### config.mk
export PLATFORM = sky130hd
export DESIGN_NAME = adc_lane_deser
export DESIGN_NICKNAME = d
export VERILOG_FILES = /design/src/rtl/adc_deser_pkg.sv /design/src/rtl/adc_frame_lock.sv /design/src/rtl/adc_lane_asm.sv /design/src/rtl/adc_out_stage.sv /design/src/rtl/adc_lane_deser.sv
export SDC_FILE = /design/constraint.sdc
export NUM_CORES = 1
export LEC_CHECK = 0
export CORE_MARGIN = 3
export CORE_UTILIZATION = 44
export DETAILED_ROUTE_END_ITERATION = 7
export PLACE_DENSITY = 0.66
export RECOVER_POWER = 100
export SYNTH_ARGS = -nofsm -noshare
export SYNTH_HDL_FRONTEND = slang
export SYNTH_SLANG_ARGS = --single-unit
### constraint.sdc
create_clock -name clk -period 3.2 [get_ports clk]
set_input_delay 0.64 -clock clk [delete_from_list [all_inputs] [get_ports clk]]
set_output_delay 0.64 -clock clk [all_outputs]
set_load 0.05 [all_outputs]
### src/rtl/adc_deser_pkg.sv
package adc_deser_pkg;

    localparam logic [1:0] MODE_BYTE = 2'd0;
    localparam logic [1:0] MODE_BIT  = 2'd1;
    localparam logic [1:0] MODE_WORD = 2'd2;

    typedef enum logic [1:0] {
        ST_HUNT,
        ST_FIRST,
        ST_SECOND,
        ST_LOCK
    } lock_state_e;

endpackage

### src/rtl/adc_frame_lock.sv
module adc_frame_lock
    import adc_deser_pkg::*;
#(
    parameter int SW = 12,
    parameter int CW = $clog2(SW + 2)
) (
    input  logic       clk,
    input  logic       rst_n,
    input  logic       frame_q,
    input  logic [1:0] mode_in,
    output logic       edge_o,
    output logic       last_o,
    output logic       locked_o,
    output logic [1:0] mode_o
);

    lock_state_e   state, state_nx;
    logic          frame_d;
    logic [CW-1:0] cnt;
    logic [CW-1:0] len;
    logic          spaced, lost;

    assign edge_o = frame_q & ~frame_d;
    assign len    = (mode_o == MODE_WORD) ? CW'(SW) : CW'(SW / 2);
    assign spaced = edge_o && (cnt == len);
    assign lost   = !edge_o && (cnt >= len);

    // state register
    always_ff @(posedge clk or negedge rst_n) begin
        if (!rst_n) state <= ST_HUNT;
        else        state <= state_nx;
    end

    // transitions
    always_comb begin
        state_nx = state;
        unique case (state)
            ST_HUNT:   if (edge_o) state_nx = ST_FIRST;
            ST_FIRST:  if (spaced) state_nx = ST_SECOND;
                       else if (lost) state_nx = ST_HUNT;
            ST_SECOND: if (spaced) state_nx = ST_LOCK;
                       else if (edge_o) state_nx = ST_FIRST;
                       else if (lost) state_nx = ST_HUNT;
            ST_LOCK:   if (edge_o && !spaced) state_nx = ST_FIRST;
                       else if (lost) state_nx = ST_HUNT;
        endcase
    end

    // outputs
    always_comb begin
        locked_o = (state == ST_LOCK);
        last_o   = !edge_o && (cnt == len - CW'(1));
    end

    // frame history, position counter, mode latch
    always_ff @(posedge clk or negedge rst_n) begin
        if (!rst_n) begin
            frame_d <= 1'b0;
            cnt     <= '0;
            mode_o  <= MODE_BYTE;
        end else begin
            frame_d <= frame_q;
            if (edge_o)          cnt <= CW'(1);
            else if (cnt != '1)  cnt <= cnt + CW'(1);
            if (state != ST_LOCK || edge_o) mode_o <= mode_in;
        end
    end

endmodule

### src/rtl/adc_lane_asm.sv
module adc_lane_asm
    import adc_deser_pkg::*;
#(
    parameter int SW = 12
) (
    input  logic          clk,
    input  logic          rst_n,
    input  logic          a_bit,
    input  logic          b_bit,
    input  logic [1:0]    mode,
    output logic [SW-1:0] first_o,
    output logic [SW-1:0] second_o
);

    localparam int HW = SW / 2;

    logic [SW-2:0] sh_a, sh_b;
    logic [SW-1:0] full_a, full_b;

    assign full_a = {sh_a, a_bit};
    assign full_b = {sh_b, b_bit};

    always_ff @(posedge clk or negedge rst_n) begin
        if (!rst_n) begin
            sh_a <= '0;
            sh_b <= '0;
        end else begin
            sh_a <= full_a[SW-2:0];
            sh_b <= full_b[SW-2:0];
        end
    end

    always_comb begin
        second_o = full_b;
        unique case (mode)
            MODE_WORD: first_o = full_a;
            MODE_BIT: begin
                for (int k = 0; k < HW; k++) begin
                    first_o[2*k+1] = full_a[k];
                    first_o[2*k]   = full_b[k];
                end
            end
            default:   first_o = {full_a[HW-1:0], full_b[HW-1:0]};
        endcase
    end

endmodule

### src/rtl/adc_out_stage.sv
module adc_out_stage #(
    parameter int NCH = 4,
    parameter int SW  = 12,
    parameter int BW  = NCH * SW
) (
    input  logic          clk,
    input  logic          rst_n,
    input  logic          fire,
    input  logic          is_word,
    input  logic [BW-1:0] first_bus,
    input  logic [BW-1:0] second_bus,
    output logic [BW-1:0] sample_o,
    output logic          valid_o
);

    logic [BW-1:0] pend;
    logic          pend_v;

    always_ff @(posedge clk or negedge rst_n) begin
        if (!rst_n) begin
            sample_o <= '0;
            valid_o  <= 1'b0;
            pend     <= '0;
            pend_v   <= 1'b0;
        end else if (fire) begin
            sample_o <= first_bus;
            valid_o  <= 1'b1;
            pend     <= second_bus;
            pend_v   <= is_word;
        end else if (pend_v) begin
            sample_o <= pend;
            valid_o  <= 1'b1;
            pend_v   <= 1'b0;
        end else begin
            valid_o  <= 1'b0;
        end
    end

endmodule

### src/rtl/adc_lane_deser.sv
module adc_lane_deser
    import adc_deser_pkg::*;
#(
    parameter int NCH = 4,
    parameter int SW  = 12
) (
    input  logic              clk,
    input  logic              rst_n,
    input  logic              frame_in,
    input  logic [NCH-1:0]    lane_a,
    input  logic [NCH-1:0]    lane_b,
    input  logic [1:0]        mode_in,
    output logic [NCH*SW-1:0] sample_o,
    output logic              valid_o,
    output logic              locked_o
);

    localparam int BW = NCH * SW;

    logic [NCH-1:0] a_q, b_q;
    logic           frame_q;
    logic           edge_w, last_w;
    logic [1:0]     mode_w;
    logic [BW-1:0]  first_bus, second_bus;

    // capture stage
    always_ff @(posedge clk or negedge rst_n) begin
        if (!rst_n) begin
            a_q     <= '0;
            b_q     <= '0;
            frame_q <= 1'b0;
        end else begin
            a_q     <= lane_a;
            b_q     <= lane_b;
            frame_q <= frame_in;
        end
    end

    adc_frame_lock #(.SW(SW)) u_lock (
        .clk      (clk),
        .rst_n    (rst_n),
        .frame_q  (frame_q),
        .mode_in  (mode_in),
        .edge_o   (edge_w),
        .last_o   (last_w),
        .locked_o (locked_o),
        .mode_o   (mode_w)
    );

    for (genvar c = 0; c < NCH; c++) begin : g_ch
        adc_lane_asm #(.SW(SW)) u_asm (
            .clk      (clk),
            .rst_n    (rst_n),
            .a_bit    (a_q[c]),
            .b_bit    (b_q[c]),
            .mode     (mode_w),
            .first_o  (first_bus[c*SW +: SW]),
            .second_o (second_bus[c*SW +: SW])
        );
    end

    adc_out_stage #(.NCH(NCH), .SW(SW)) u_out (
        .clk        (clk),
        .rst_n      (rst_n),
        .fire       (last_w && locked_o),
        .is_word    (mode_w == MODE_WORD),
        .first_bus  (first_bus),
        .second_bus (second_bus),
        .sample_o   (sample_o),
        .valid_o    (valid_o)
    );

endmodule

==> results of run 1 <==
==> path summary, 6_finish.rpt <==
path	cells after the start	endpoint	from	slack [ps]
max reg2reg	8	u_out.pend[14]	u_lock.mode_o[0]	450
min	0	g_ch[1].u_asm.sh_b[8]	g_ch[1].u_asm.sh_b[7]	370
min reg2reg	0	g_ch[1].u_asm.sh_b[8]	g_ch[1].u_asm.sh_b[7]	370
max	8	u_out.pend[14]	u_lock.mode_o[0]	450
max in group asynchronous	2	g_ch[1].u_asm.sh_a[9]	rst_n	870
min in group asynchronous	1	u_out.pend[23]	rst_n	770
==> flip-flops by register name, summed over array words and instances, names as in the netlist <==
signal           cells
frame_q              1
u_lock.mode_o        2
u_out.pend          48
g_ch.u_asm.sh_a     44
g_ch.u_asm.sh_b     44
u_lock.state         2
a_q                  4
b_q                  4
u_out.pend_v         1
u_out.sample_o      48
u_lock.frame_d       1
u_out.valid_o        1
u_lock.cnt           4
==> final cells by class <==
cell class	instances	area (sq um)
clock inverter	7	67.56
fill	1379	7652
inverter	10	37.54
tap	220	275.3
clock buffer	31	613.1
sequential	204	5106
timing repair buffer	74	734.5
multi-input combinational	271	2450
==> power by group <==
part / internal (mW) / leakage (nW) / switching [mW]
clock: 1.41 / 0.339 / 0.968
sequential: 2.80 / 2.60 / 0.169
combinational: 0.344 / 1.21 / 0.562
total: 4.56 / 4.16 / 1.70
==> placed cells by master (no fill, tap or decap), types with 2 or more instances in the layout <==
cell type        count
nor3_1               2
mux2_2              46
a22oi_1              8
a31oi_1              2
xnor2_1              2
nand3_1              2
nand2_1              4
a221o_1             40
mux2i_1             97
buf_4                6
clkbuf_16           21
buf_12               3
or2_2                2
dfrtp_1            203
nor2_1               2
ha_1                 5
o21ai_0             41
clkinv_2             4
clkdlybuf4s50_1      2
clkbuf_1             6
nor3b_1              2
clkbuf_8             5
inv_6                2
mux2_1               4
inv_1               10
o2111ai_1            2
dlygate4sd3_1       59
nor2b_1              2
clkbuf_2             3
==> worst max-delay path, delay by kind of cell, from the launching register on <==
| family | cells | cell delay (ps) |
|---|---|---|
| fa+ha+maj | 2 | 450 |
| buf+inv | 3 | 660 |
| flops | 1 | 390 |
| mux | 1 | 380 |
| simple gates | 2 | 720 |
==> synth_stat cells (all sizes together) <==
cell	count	area, sq um
a31oi	2	12.51
nor3b	2	15.01
mux2i	97	970.9
nor2	2	7.510
nand3	2	10.01
or3	1	6.260
nor2b	2	12.51
o2111ai	2	17.52
dfrtp	204	5105
nand3b	1	7.510
ha	5	62.56
nand4b	1	8.760
o21ai	41	205.2
nand2b	1	6.260
xnor2	2	17.52
buf	17	100.1
a211oi	1	7.510
o21bai	1	7.510
nor4	1	21.27
a22oi	8	60.06
nand2	4	15.01
or2	2	12.51
o31ai	1	7.510
a221o	40	400.4
inv	10	37.54
clkbuf	19	71.32
mux2	50	563.0
nor3	2	10.01
==> metrics by stage <==
| step | total power [mW] | util [%] |
|---|---|---|
| 2_1_floorplan | 3.615 | - |
| 3_3_place_gp | 3.939 | 50.99 |
| 3_5_place_dp | 3.972 | 50.99 |
| 4_1_cts | 6.376 | 55.01 |
| 5_1_grt | 6.543 | 54.82 |
| 6_report | 6.262 | 54.82 |
==> cell families (layout without fill, tap and decap cells) <==
family          after synthesis  after routing  synth area share, %
mux                         147            147                19.72
fa+ha+maj                     5              5               0.8042
xor+xnor                      2              2               0.2252
flops                       204            204                65.63
buf+inv                      46            122                2.686
compound gates               96             96                9.233
simple gates                 21             21                1.705
==> layer usage <==
layer  share of wire (%)  wire, um  track usage, %
met5                   0         0               0
met2                  47      7118           24.65
met3                 4.2       642           2.966
met1                  46      7074           23.42
met4                 2.6       392           4.634
==> impl_metrics.ini, run 1 <==
[outcome]
status = finished, violations left
violations = max-capacitance violations, max-slew violations

[pwr]
p_leak_nw = 4.157
peakVddDrop_uv = 456.7
powerDensity_mw_per_mm2 = 674.5

[setup_path]
cp.arrival_ps = 3120
crit_type = flip-flop to flip-flop
path_max_fanout = 30
critPathRequiredTime_ps = 3570
endpoint_kind = flip-flop
critPathLaunchType = flip-flop
max_stage_delay_ps = 550
path_cells = inv_1, ha_1, inv_1, ha_1, nand3b_1, nor4_1, buf_4, mux2_2
worst_path_max_delay_cell = nor4_1

[floorplanning]
die_w_um = 139.0
io_pins = 63
dieArea_sq_mm = 0.01931
core_area_sq_mm = 0.01694
rows = 47
die_h_um = 139.0
start_util_pct = 45.93

[logic_synthesis]
syn-instance-count = 521
synth_seq_area_share_pct = 65.63
synth.net_count = 539
synth_seq_cells = 204
ys_types = 31
syn-cell-area_sq_mm = 0.007779
synth_area_per_cell_sq_um = 14.93
synth_warnings = 0

[sta]
final-hold-violation-count = 0
finalSetupTns_ps = 0
maxSlewViolCount = 89
rsz0062_at_grt = false
period_share_pct = 85.80
fmax_mhz = 364.2
final.setup.worst_slack_ps = 454.4
max_slew.worst_pin.slew_ps = 2232
period_needed_ps = 2746
slew_headroom_pct = -48.79
finalSetupViolations = 0
fin_worst_skew_ps = 5.223
whs_ps = 365.1

[placement]
hpwl_mm = 9.526
port_buffers = 62
pre_cts_ws_ps = 705.1
place.gp.congestion = 0.7635
placed_cells = 779
placed_cell_area_sq_mm = 0.008636

[drt]
wl_per_cell_um = 18.64
drc_errors = 0
finalWirelength_mm = 15.23
avgViaCountPerCell = 5.553
antenna_left = 0
dr.pass1.iters = 5
dr_total_vias = 4537
initialDrtViolationCount = 214

[cells_and_area]
finalNetCount = 600
drive_above_1_share_pct = 15.75
insertedDiodeCount = 0
area_delta_synth_final_pct = 19.35
fin_area_sq_mm = 0.009284
instances_no_fill = 817

[clocking]
cts_buffer_depth = 3
cts_hold_buf = 0
cts_tree = done
htreeDepth = 1
cts.clk_slew.worst_paths_ps = 60
ctsResizeCount = 0
root_buffer = clkbuf_16
cts_buffers = 21
cts.sinks = 204
post_cts_buffers = 0
worstSkewPairLatency_ps = 490

[global_route]
track_usage_pct = 15.98
grt_max_degree = 90
antenna_found_initial = 0
first_global_vias = 4858
grt_overflow = 0
grt_first_pass_wirelength_mm = 25.81

[min_path]
hold_path.class = flip-flop to flip-flop

[job]
maxCapViolations = 1
Power figures use the tool's default switching activity.
==> run 2, diff against run 1 <==
--- a/config.mk
+++ b/config.mk
@@ -7,6 +7,7 @@
 export LEC_CHECK = 0
 export CORE_MARGIN = 3
 export CORE_UTILIZATION = 44
+export CTS_BUF_LIST = sky130_fd_sc_hd__clkbuf_4
 export DETAILED_ROUTE_END_ITERATION = 7
 export PLACE_DENSITY = 0.66
 export RECOVER_POWER = 100
==> constraint.sdc (replaced) <==
create_clock -name clk -period 3.35 [get_ports clk]
set_input_delay 0.67 -clock clk [delete_from_list [all_inputs] [get_ports clk]]
set_output_delay 0.67 -clock clk [all_outputs]
set_load 0.05 [all_outputs]
==> run 2 against run 1 <==
- the run still ends with max-capacitance violations, max-slew violations left
- sequential share of layout area up 0.49 points
- fmax down 3.5%
- worst setup slack better by 51 ps
- clock-buffer cell count up 41
- worst hold slack worse by 3.8 ps
- utilization down 0.49 points
- register-to-register slack better by 50 ps
- routed wire length up 2.3%
==> impl_metrics.ini, run 2 (synthesized netlist as in run 1, its figures left out) <==
[global_route]
track_usage_pct = 16.43
grt_first_pass_wirelength_mm = 25.99
grt_overflow = 0
grt_max_degree = 83
first_global_vias = 4993
antenna_found_initial = 0

[placement]
placed_cells = 777
placed_cell_area_sq_mm = 0.008621
port_buffers = 62
place.gp.congestion = 0.7495
hpwl_mm = 9.547

[pwr]
p_leak_nw = 4.174
powerDensity_mw_per_mm2 = 614.9
peakVddDrop_uv = 316.1

[drt]
avgViaCountPerCell = 5.395
antenna_left = 0
finalWirelength_mm = 15.57
drc_errors = 0
initialDrtViolationCount = 246
wl_per_cell_um = 17.94
dr.pass1.iters = 4
dr_total_vias = 4683

[sta]
max_slew.worst_pin.slew_ps = 2039
period_needed_ps = 2845
maxSlewViolCount = 82
period_share_pct = 84.92
rsz0062_at_grt = false
whs_ps = 361.3
finalSetupTns_ps = 0
final-hold-violation-count = 0
slew_headroom_pct = -35.92
finalSetupViolations = 0
fin_worst_skew_ps = 46.13
fmax_mhz = 351.5

[setup_path]
endpoint_kind = flip-flop
critPathRequiredTime_ps = 3850
path_max_fanout = 57
r2r_cells = 8
crit_family = buffers and inverters
startpoint = u_lock.mode_o[0]
cp_num_buf_inv = 3
rr_endpoint = u_out.pend[16]
r2r_start = u_lock.mode_o[0]
critPathLaunchType = flip-flop
path_depth = 8
worst_path_max_delay_cell = clkbuf_4
max_stage_delay_ps = 810
crit_type = flip-flop to flip-flop
cp.arrival_ps = 3340
path_cells = inv_1, ha_1, inv_1, ha_1, nand3b_1, nor4_4, clkbuf_4, mux2_2
endpoint = u_out.pend[16]
r2r_slack_ps = 510

[clocking]
ctsResizeCount = 0
worstSkewPairLatency_ps = 640
htreeDepth = 2
root_buffer = clkbuf_4
cts_buffer_depth = 3
cts.clk_slew.worst_paths_ps = 70
cts_tree = done
cts_buffers = 50
cts.sinks = 204
post_cts_buffers = 0
cts_hold_buf = 0

[floorplanning]
core_area_sq_mm = 0.01694
start_util_pct = 45.93
die_w_um = 139.0
io_pins = 63
dieArea_sq_mm = 0.01931
die_h_um = 139.0
rows = 47

[outcome]
status = finished, violations left
violations = max-capacitance violations, max-slew violations

[cells_and_area]
layout_commonest_cell = dfrtp_1
final_cell_mix = dfrtp_1 (203), mux2i_1 (97), clkbuf_4 (74), dlygate4sd3_1 (59), mux2_2 (46)
drive_above_1_share_pct = 20.99
fin_area_sq_mm = 0.009201
instances_no_fill = 868
area_delta_synth_final_pct = 18.29
final_core_util_pct = 54.33
nFillCells = 1416
finalNetCount = 627
insertedDiodeCount = 0
top_regs = u_out.pend: 48 flops, u_out.sample_o: 48 flops

[min_path]
hold_path.class = flip-flop to flip-flop
hp-start = g_ch[2].u_asm.sh_b[7]

[job]
maxCapViolations = 1
run 2: cell types whose count changed in the layout (fill, tap and decap cells not counted), moves of 2 or more:
cell       change
buf_12         -2
clkinv_1      +16
clkbuf_1       -6
inv_6          -2
clkbuf_4      +74
clkinv_2       -3
clkbuf_16     -21
clkbuf_8       -5
run 2: worst min path at each step:
stage | depth (start not counted) | to | slack [ps]
finish | 0 | g_ch[2].u_asm.sh_b[8] | 360
global route | 0 | g_ch[2].u_asm.sh_b[8] | 370
CTS | 1 | u_out.sample_o[23] | 50
detailed placement | 0 | g_ch[0].u_asm.sh_b[8] | 360
global placement | 0 | g_ch[1].u_asm.sh_b[9] | 350
floorplan | 0 | g_ch[0].u_asm.sh_b[6] | 350
run 2: cell type report:
| cell class | instances | area [sq um] | area share (%) |
|---|---|---|---|
| sequential | 204 | 5106 | 55.49 |
| multi-input combinational | 271 | 2465 | 26.79 |
| timing repair buffer | 72 | 700.7 | 7.615 |
| clock buffer | 72 | 540.5 | 5.874 |
| tap | 220 | 275.3 | 2.992 |
| clock inverter | 19 | 76.32 | 0.8295 |
| inverter | 10 | 37.54 | 0.4079 |
run 2: report_power, final:
group | total (mW) | leakage, nW | internal (mW) | switching [mW]
registers | 2.84 | 2.60 | 2.68 | 0.164
clock network | 1.95 | 0.365 | 0.992 | 0.955
logic | 0.868 | 1.21 | 0.326 | 0.542
run 2: routing by layer:
metal	up-vias	share of wire [%]	track usage (%)
met5	-	0	0
met4	0	1.7	6.076
met3	21	5.4	4.207
met2	120	47	25.01
met1	2404	45	22.99
li1	2138	-	-
run 2: metrics by stage:
| stage | power, mW | setup WS (ps) |
|---|---|---|
| final | 5.657 | 505.2 |
| after global routing | 5.991 | 303.7 |
| after CTS | 5.784 | 554.0 |
| after detailed placement | 3.797 | 740.0 |
| after global placement | 3.759 | 809.2 |
| after floorplan | 3.453 | 714.9 |
